File: config.mk
export PLATFORM = sky130hd
export DESIGN_NAME = pld_macrocell
export DESIGN_NICKNAME = d
export VERILOG_FILES = /design/src/rtl/mc_pkg.sv /design/src/rtl/mc_sop_polarity.sv /design/src/rtl/mc_clk_edge.sv /design/src/rtl/mc_store.sv /design/src/rtl/pld_macrocell.sv
export SDC_FILE = /design/constraint.sdc
export NUM_CORES = 1
export LEC_CHECK = 0
export CAP_MARGIN = 15
export CELL_PAD_IN_SITES_DETAIL_PLACEMENT = 1
export CELL_PAD_IN_SITES_GLOBAL_PLACEMENT = 1
export CORE_AREA = 5 5 42 44
export CTS_BUF_LIST = sky130_fd_sc_hd__clkbuf_4 sky130_fd_sc_hd__clkbuf_8 sky130_fd_sc_hd__clkbuf_16
export DETAILED_ROUTE_END_ITERATION = 12
export DIE_AREA = 0 0 47 49
export DONT_BUFFER_PORTS = 1
export PLACE_DENSITY_LB_ADDON = 0.1
export SKIP_LAST_GASP = 1
export SLEW_MARGIN = 20
export SYNTH_ARGS = -nofsm -noshare
export SYNTH_HDL_FRONTEND = slang
export SYNTH_SLANG_ARGS = --single-unit
File: constraint.sdc
create_clock -name clk_i -period 4.57 [get_ports clk_i]
set_input_delay 0.914 -clock clk_i [delete_from_list [all_inputs] [get_ports clk_i]]
set_output_delay 0.914 -clock clk_i [all_outputs]
set_load 0.1 [all_outputs]
File: src/rtl/mc_pkg.sv
package mc_pkg;
  typedef enum logic [1:0] {
    KIND_D  = 2'b00,
    KIND_T  = 2'b01,
    KIND_JK = 2'b10,
    KIND_SR = 2'b11
  } ff_kind_e;
endpackage

File: src/rtl/mc_sop_polarity.sv
module mc_sop_polarity #(
  parameter int NUM_PT = 8
) (
  input  logic [NUM_PT-1:0] terms_i,
  input  logic              invert_i,
  output logic              sum_o
);
  logic or_sum;

  always_comb begin
    or_sum = |terms_i;
    sum_o  = or_sum ^ invert_i;
  end
endmodule

File: src/rtl/mc_clk_edge.sv
module mc_clk_edge #(
  parameter int SYNC_STAGES = 2
) (
  input  logic clk_i,
  input  logic rst_ni,
  input  logic use_common_i,
  input  logic pt_clk_i,
  input  logic common_clk_i,
  output logic rise_o
);
  logic                   src;
  logic [SYNC_STAGES-1:0] sync_q, sync_d;
  logic                   prev_q, prev_d;

  always_comb begin
    src    = use_common_i ? common_clk_i : pt_clk_i;
    sync_d = {sync_q[SYNC_STAGES-2:0], src};
    prev_d = sync_q[SYNC_STAGES-1];
    rise_o = sync_q[SYNC_STAGES-1] & ~prev_q;
  end

  always_ff @(posedge clk_i or negedge rst_ni) begin
    if (!rst_ni) begin
      sync_q <= '0;
      prev_q <= 1'b0;
    end else begin
      sync_q <= sync_d;
      prev_q <= prev_d;
    end
  end

  // one source rise produces exactly one single-cycle event
  assert_single_event_R5: assert property (@(posedge clk_i) disable iff (!rst_ni)
    rise_o |=> !rise_o);
endmodule

File: src/rtl/mc_store.sv
module mc_store
  import mc_pkg::*;
(
  input  logic     clk_i,
  input  logic     rst_ni,
  input  ff_kind_e kind_i,
  input  logic     en_i,
  input  logic     main_i,
  input  logic     aux_i,
  input  logic     preset_i,
  input  logic     clear_i,
  output logic     q_o
);
  logic q_q, q_d, clk_en, ff_next;

  always_comb begin
    ff_next = q_q;
    unique case (kind_i)
      KIND_D:  ff_next = main_i;
      KIND_T:  ff_next = q_q ^ main_i;
      KIND_JK: begin
        unique case ({main_i, aux_i})
          2'b00:   ff_next = q_q;
          2'b01:   ff_next = 1'b0;
          2'b10:   ff_next = 1'b1;
          default: ff_next = ~q_q;
        endcase
      end
      default: begin
        unique case ({main_i, aux_i})
          2'b01:   ff_next = 1'b0;
          2'b10:   ff_next = 1'b1;
          default: ff_next = q_q;
        endcase
      end
    endcase

    clk_en = en_i | preset_i | clear_i;
    if (clear_i)       q_d = 1'b0;
    else if (preset_i) q_d = 1'b1;
    else               q_d = ff_next;
  end

  always_ff @(posedge clk_i or negedge rst_ni) begin
    if (!rst_ni)     q_q <= 1'b0;
    else if (clk_en) q_q <= q_d;
  end

  assign q_o = q_q;

  assert_clear_wins_R4: assert property (@(posedge clk_i) disable iff (!rst_ni)
    clear_i |=> !q_q);
  assert_preset_sets_R4: assert property (@(posedge clk_i) disable iff (!rst_ni)
    (preset_i && !clear_i) |=> q_q);
  assert_hold_no_event_R5: assert property (@(posedge clk_i) disable iff (!rst_ni)
    (!en_i && !preset_i && !clear_i) |=> $stable(q_q));
  assert_d_capture_R2: assert property (@(posedge clk_i) disable iff (!rst_ni)
    (en_i && !preset_i && !clear_i && kind_i == KIND_D) |=> (q_q == $past(main_i)));
endmodule

File: src/rtl/pld_macrocell.sv
module pld_macrocell
  import mc_pkg::*;
#(
  parameter int NUM_PT      = 8,
  parameter int SYNC_STAGES = 2
) (
  input  logic              clk_i,
  input  logic              rst_ni,
  input  logic [1:0]        cfg_kind_i,
  input  logic              cfg_invert_i,
  input  logic              cfg_common_clk_i,
  input  logic              cfg_bypass_i,
  input  logic [NUM_PT-1:0] pt_main_i,
  input  logic [NUM_PT-1:0] pt_aux_i,
  input  logic              pt_clk_i,
  input  logic              pt_preset_i,
  input  logic              pt_clear_i,
  input  logic              common_clk_i,
  output logic              pin_o,
  output logic              bus_o,
  output logic              fb_o
);
  localparam int RST_STAGES = 2;

  logic [RST_STAGES-1:0] rst_sync_q;
  logic                  rst_int_n;
  logic                  main_sum, aux_sum, clk_rise, q, cell_val;
  ff_kind_e              kind;

  always_ff @(posedge clk_i or negedge rst_ni) begin
    if (!rst_ni) rst_sync_q <= '0;
    else         rst_sync_q <= {rst_sync_q[RST_STAGES-2:0], 1'b1};
  end
  assign rst_int_n = rst_sync_q[RST_STAGES-1];

  assign kind = ff_kind_e'(cfg_kind_i);

  mc_sop_polarity #(.NUM_PT(NUM_PT)) u_main (
    .terms_i (pt_main_i),
    .invert_i(cfg_invert_i),
    .sum_o   (main_sum)
  );

  mc_sop_polarity #(.NUM_PT(NUM_PT)) u_aux (
    .terms_i (pt_aux_i),
    .invert_i(1'b0),
    .sum_o   (aux_sum)
  );

  mc_clk_edge #(.SYNC_STAGES(SYNC_STAGES)) u_edge (
    .clk_i       (clk_i),
    .rst_ni      (rst_int_n),
    .use_common_i(cfg_common_clk_i),
    .pt_clk_i    (pt_clk_i),
    .common_clk_i(common_clk_i),
    .rise_o      (clk_rise)
  );

  mc_store u_store (
    .clk_i   (clk_i),
    .rst_ni  (rst_int_n),
    .kind_i  (kind),
    .en_i    (clk_rise),
    .main_i  (main_sum),
    .aux_i   (aux_sum),
    .preset_i(pt_preset_i),
    .clear_i (pt_clear_i),
    .q_o     (q)
  );

  assign cell_val = cfg_bypass_i ? main_sum : q;
  assign pin_o    = cell_val;
  assign bus_o    = cell_val;
  assign fb_o     = cell_val;

  // the register is cleared while internal reset is held
  assert_reset_clear_R9: assert property (@(posedge clk_i)
    (!rst_int_n && !cfg_bypass_i) |-> !pin_o);
endmodule

-- Word level (Yosys, flattened, before mapping)
Index checks and enable logic that the tools add are counted.
- bitwise logic cells: 7
- reductions and logical operators: 6
- equal/unequal tests: 5
- muxes and demuxes: 7
- operator list (cell ; count):
    $reduce_or 8->1 ; 2
    $reduce_bool 7->1 ; 1
    $pmux 1 s3 ; 2
    $eq 2x1->1 const B ; 2
    $eq 2x2->1 const B ; 2
    $logic_not 2->1 ; 2
    $mux 1 ; 4
    $ne 4x4->1 const B ; 1
    $reduce_and 3->1 ; 1
    $not 1->1 ; 2
    $or 1x1->1 ; 2
    $pmux 1 s2 ; 1
    $xor 1x1->1 ; 2
    $and 1x1->1 ; 1
- input bits: 27
- output and inout port bits: 3
- flip-flop bits (word level): 6
- logic and storage cells: 29

-- Logic depth before layout (Yosys ltp)
- word-level depth: 7
- depth in mapped cells: 5
- gate-level depth less buffers: 5

-- Modules after synthesis
Synthesis repeated with hierarchy kept, for this count alone.
- cells, all modules: 47
- area total of the unflattened synthesis: 447.9 µm²
- modules (own cells, without submodules) (module ; area an instance (µm²) ; seq. area each (µm²) ; cells an instance ; instances):
    mc_store ; 214.0 ; 25.0 ; 27 ; 1
    mc_clk_edge ; 96.3 ; 75.1 ; 5 ; 1
    pld_macrocell ; 87.6 ; 50.0 ; 7 ; 1
    mc_sop_polarity ; 25.0 ; 0.0 ; 4 ; 2

-- Worst setup path after synthesis
Ideal clock, no wire load.
- kind: input port to output port
- start point: in pt_main_i[1]
- end point: out fb_o
- setup slack: 0.913 ns
- data required time: 3.656 ns
- data arrival time: 2.743 ns
- path buffers: 1
- stages: 5
- cell sequence: or4_1 -> nor2_2 -> xnor2_1 -> mux2_2 -> buf_4
- longest elaborated chain between the ends: 3
- RTL lines (what ; line ; source):
    start, declared ; pld_macrocell.sv:13 ; input logic [NUM_PT-1:0] pt_main_i,
    $reduce_or 8->1 ; mc_sop_polarity.sv:11 ; or_sum = |terms_i;
    $xor 1x1->1 ; mc_sop_polarity.sv:12 ; sum_o = or_sum ^ invert_i;
    $mux 1 ; pld_macrocell.sv:71 ; assign cell_val = cfg_bypass_i ? main_sum : q;
    end, declared ; pld_macrocell.sv:21 ; output logic fb_o
No other way between the ends.

-- Worst setup path in the final report
- start point: in pt_main_i[1]
- end point: out pin_o
- longest elaborated chain between the ends: 3
- RTL lines (what ; line ; source):
    $reduce_or 8->1 ; mc_sop_polarity.sv:11 ;
    $xor 1x1->1 ; mc_sop_polarity.sv:12 ;
    $mux 1 ; pld_macrocell.sv:71 ;
    end, declared ; pld_macrocell.sv:19 ; output logic pin_o,
No other way between the ends.

==> metrics.md <==
| Metric | Value |
|---|---|
| Initial antenna violation count | 0 |
| Setup TNS | 0 ps |
| Root buf cell | clkbuf_4 |
| Clock Skew | approximately 2.8 ps |
| Worst min-delay path class | reg2async |
| Logic gate share of total power | 23.7% |
| Sw frac | approximately a third |
| Mux share of post-synthesis cell area | under 10% |
| Effective utilization at floorplan | about a quarter |
| Share of cells above drive strength 1 | 21.1% |
| Synthesized cell area | approximately 370 um2 |
| H-tree depth | 1 |
| Switching power | 0.0452 mW |
| CTS sink count | 6 |
| Status | completed |
| # DRC | 0 |
| Endpoint class of the critical path | primary output |
| Data arrival, critical path | about 2700 ps |
| Largest net degree at the start of global routing | 6 |
| Die W | 47 um |
| GRT Total Usage | 8.63% |
| Setup violators final | 0 |
| Hold buffers post-CTS | 0 |
| Port bufs | 0 |
| Clock buffer count from CTS | 3 |
| Drt via density | about 5.6 |
| Netlist cell types | 22 |
| Worst r2r src | u_store.q_o$_DFFE_PN0P_ |
| Crit path kind | in2out |
| Rel. slew slack | a little over two fifths |
| Simple logic cell fraction of the synthesized area | between 20% and 30% |
| Worst skew pair latency | 240 ps |
| Core area | approximately 1400 um2 |
| DR iter-0 viols | 3 |
| Area Overhead vs Synth | 8.42% |
| Flop pwr share | between 40% and 50% |
| WL/cell | around 16 um |
| Max Slew Vio Count | 0 |
| Die area | between 2000 and 2500 um2 |
| Crit start category | primary input |
| Delay-heaviest family, CP | multiplexers |
| Largest family of logic cells by synthesized area | simple AND/OR/NAND/NOR gates |
| Post-Synth XOR/XNOR Area | between 2 and 2.5% |
| Internal | roughly 0.094 mW |
| Filler cell count | around 170 |
| N_diodes | 0 |
| Maximum capacitance violations | 0 |
| Die height | between 40 and 50 um |
| Worst r2r dst | u_store.q_o$_DFFE_PN0P_ |
| Antenna-violating nets left | 0 |
| Hold Vio Cnt, Final | 0 |
| Pleak | roughly 0.15 nW |
| Complex-gate fraction of the synthesized area | 15.8% |
| Fin crit share | between 70% and 80% |
| Vias in the first global route | about 370 |
| CTS tree | built |
| Post-CTS setup buffers | 0 |
| Reg clk slew, reported paths | approximately 40 ps |
| Post-detail-place hpwl | 800 um |
| Clock share of power | 33.4% |
| Post-CTS sizing | 0 |
| P per Cell Area | around 340 nW/um2 |
| WP depth | 4 |
| Vias | slightly above 300 |
| Max Clock Freq | between 200 and 300 MHz |
| Syn Area/Cell | between 10 and 15 um2 |
| Register-to-register setup slack | between 3000 and 4000 ps |
| IO Pins | 30 |
| Worst Path Required | 3660 ps |
| RSZ-0062 raised after global routing | no |
| Max stage delay on crit path | between 800 and 900 ps |
| Tot Pwr | roughly 0.14 mW |
| NumNets Final | 67 |
| Post-Synth Adder-Cell Area | 0% |
| CP max stage cell | mux2_4 |
| R2r worst-path depth | 5 |
| Global-route wire length before repair | roughly 1500 um |
| Slew @ Worst Pin | between 800 and 900 ps |
| DRT Wirelength | 889 um |
| Yosys reg bits | 6 |
| Number of detailed-route iterations in the first pass | 2 |
| Crit path buf inv count | 0 |
| Row cnt | 14 |
| Fin crit period | between 3000 and 4000 ps |
| Syn Inst Count | 37 |
| Worst VDD drop | 132 uV |
| Crit-path max FO | 3 |
| Max Root-Sink Buffers | 2 |
| GP Congestion | a little over 0.7 |
| Syn nets | between 60 and 70 |
| Post-synthesis sequential area ratio | between 40% and 50% |
| GR Overflow Total | 0 |
| Ys Warns | 0 |
| Critical Path, Cell by Cell | or4_1, nor2_2, xnor2_1, mux2_4 |
==> worst max path at each step <==
stage | startpoint | to | slack (ps)
floorplan | pt_main_i[1] | fb_o | 910
global placement | pt_main_i[1] | pin_o | 1010
detailed placement | pt_main_i[1] | pin_o | 980
CTS | pt_main_i[1] | pin_o | 980
global route | pt_main_i[1] | fb_o | 930
finish | pt_main_i[1] | pin_o | 1000
==> stage by stage <==
step / cells / utilization (%) / worst slack, ps / cell area [um2] / hold slack, ps
3_3_place_gp: 51 / 27.1 / 1010 / 380 / 52.8
6_report: 54 / 28.7 / 997 / 403 / 55.8
5_1_grt: 54 / 28.7 / 927 / 403 / 77.1
4_1_cts: 54 / 28.7 / 983 / 403 / 62.7
3_5_place_dp: 51 / 27.1 / 983 / 380 / 62.7
2_1_floorplan: 37 / - / 913 / 372 / 40.3
==> power by group through the flow <==
stage	Sequential [mW]	Combinational, mW	Clock [mW]
2_1_floorplan	0.0596	0.0332	0
3_3_place_gp	0.0602	0.0327	0
3_5_place_dp	0.0605	0.0331	0
4_1_cts	0.0597	0.0331	0.0494
5_1_grt	0.0604	0.0343	0.0536
6_report	0.0596	0.0329	0.0465
==> cell usage after synthesis <==
cell      instances  area [um2]
a221oi_2          1        15.0
nand2_1           3        11.3
conb_1            1        3.75
nor2_2            1        6.26
dfrtp_1           6         150
buf_4             2        15.0
nor2_1            1        3.75
mux2_2            2        22.5
or4_1             2        15.0
a21o_1            2        15.0
o211ai_1          1        7.51
xnor2_1           1        8.76
o21ai_0           1        5.00
nor4_1            5        31.3
nand4_1           1        6.26
a211oi_1          1        7.51
mux2i_1           1        10.0
or4_4             1        11.3
inv_1             1        3.75
a311oi_1          1        8.76
nand3b_1          1        7.51
nand2b_1          1        6.26
==> kinds of logic after synthesis <==
group | after synthesis
compound gates | 7
xor+xnor | 1
buf+inv | 3
flops | 6
mux | 3
other cells | 1
simple gates | 16
==> state kept, by name, summed over array words and instances (netlist names) <==
register	cells
rst_sync_q	2
u_edge.prev_q	1
u_edge.sync_q	2
u_store.q_o	1
==> area by class of cell <==
| type | count | area (um2) | area share [%] |
|---|---|---|---|
| multi-input cells | 28 | 206 | 51.2 |
| flip-flops and latches | 6 | 150 | 37.3 |
| clock buffers | 3 | 22.5 | 5.59 |
| well taps | 16 | 20.0 | 4.97 |
| inverters | 1 | 3.75 | 0.932 |
==> routing by layer <==
metal  track usage, %  share of wire (%)  vias up
met3             7.01                 17        0
met1             11.2                 44      132
li1                 -                  -      146
met2             11.1                 39       24
met4             1.84                  0        0
met5                0                  0        -
==> layout by cell type, fill, tap and decap left out, types with 2 or more instances in the layout <==
master,count
dfrtp_1,6
a21o_1,2
nand2_1,3
or4_1,2
nor4_1,5
clkbuf_4,3
==> worst reg2reg max path: cells and delay by family (launching register included) <==
kind	cells	cell delay (ps)
DFF	1	410
and+or+nand+nor	2	640
AOI/OAI and AO/OA	3	320
Power figures use the tool's default switching activity.
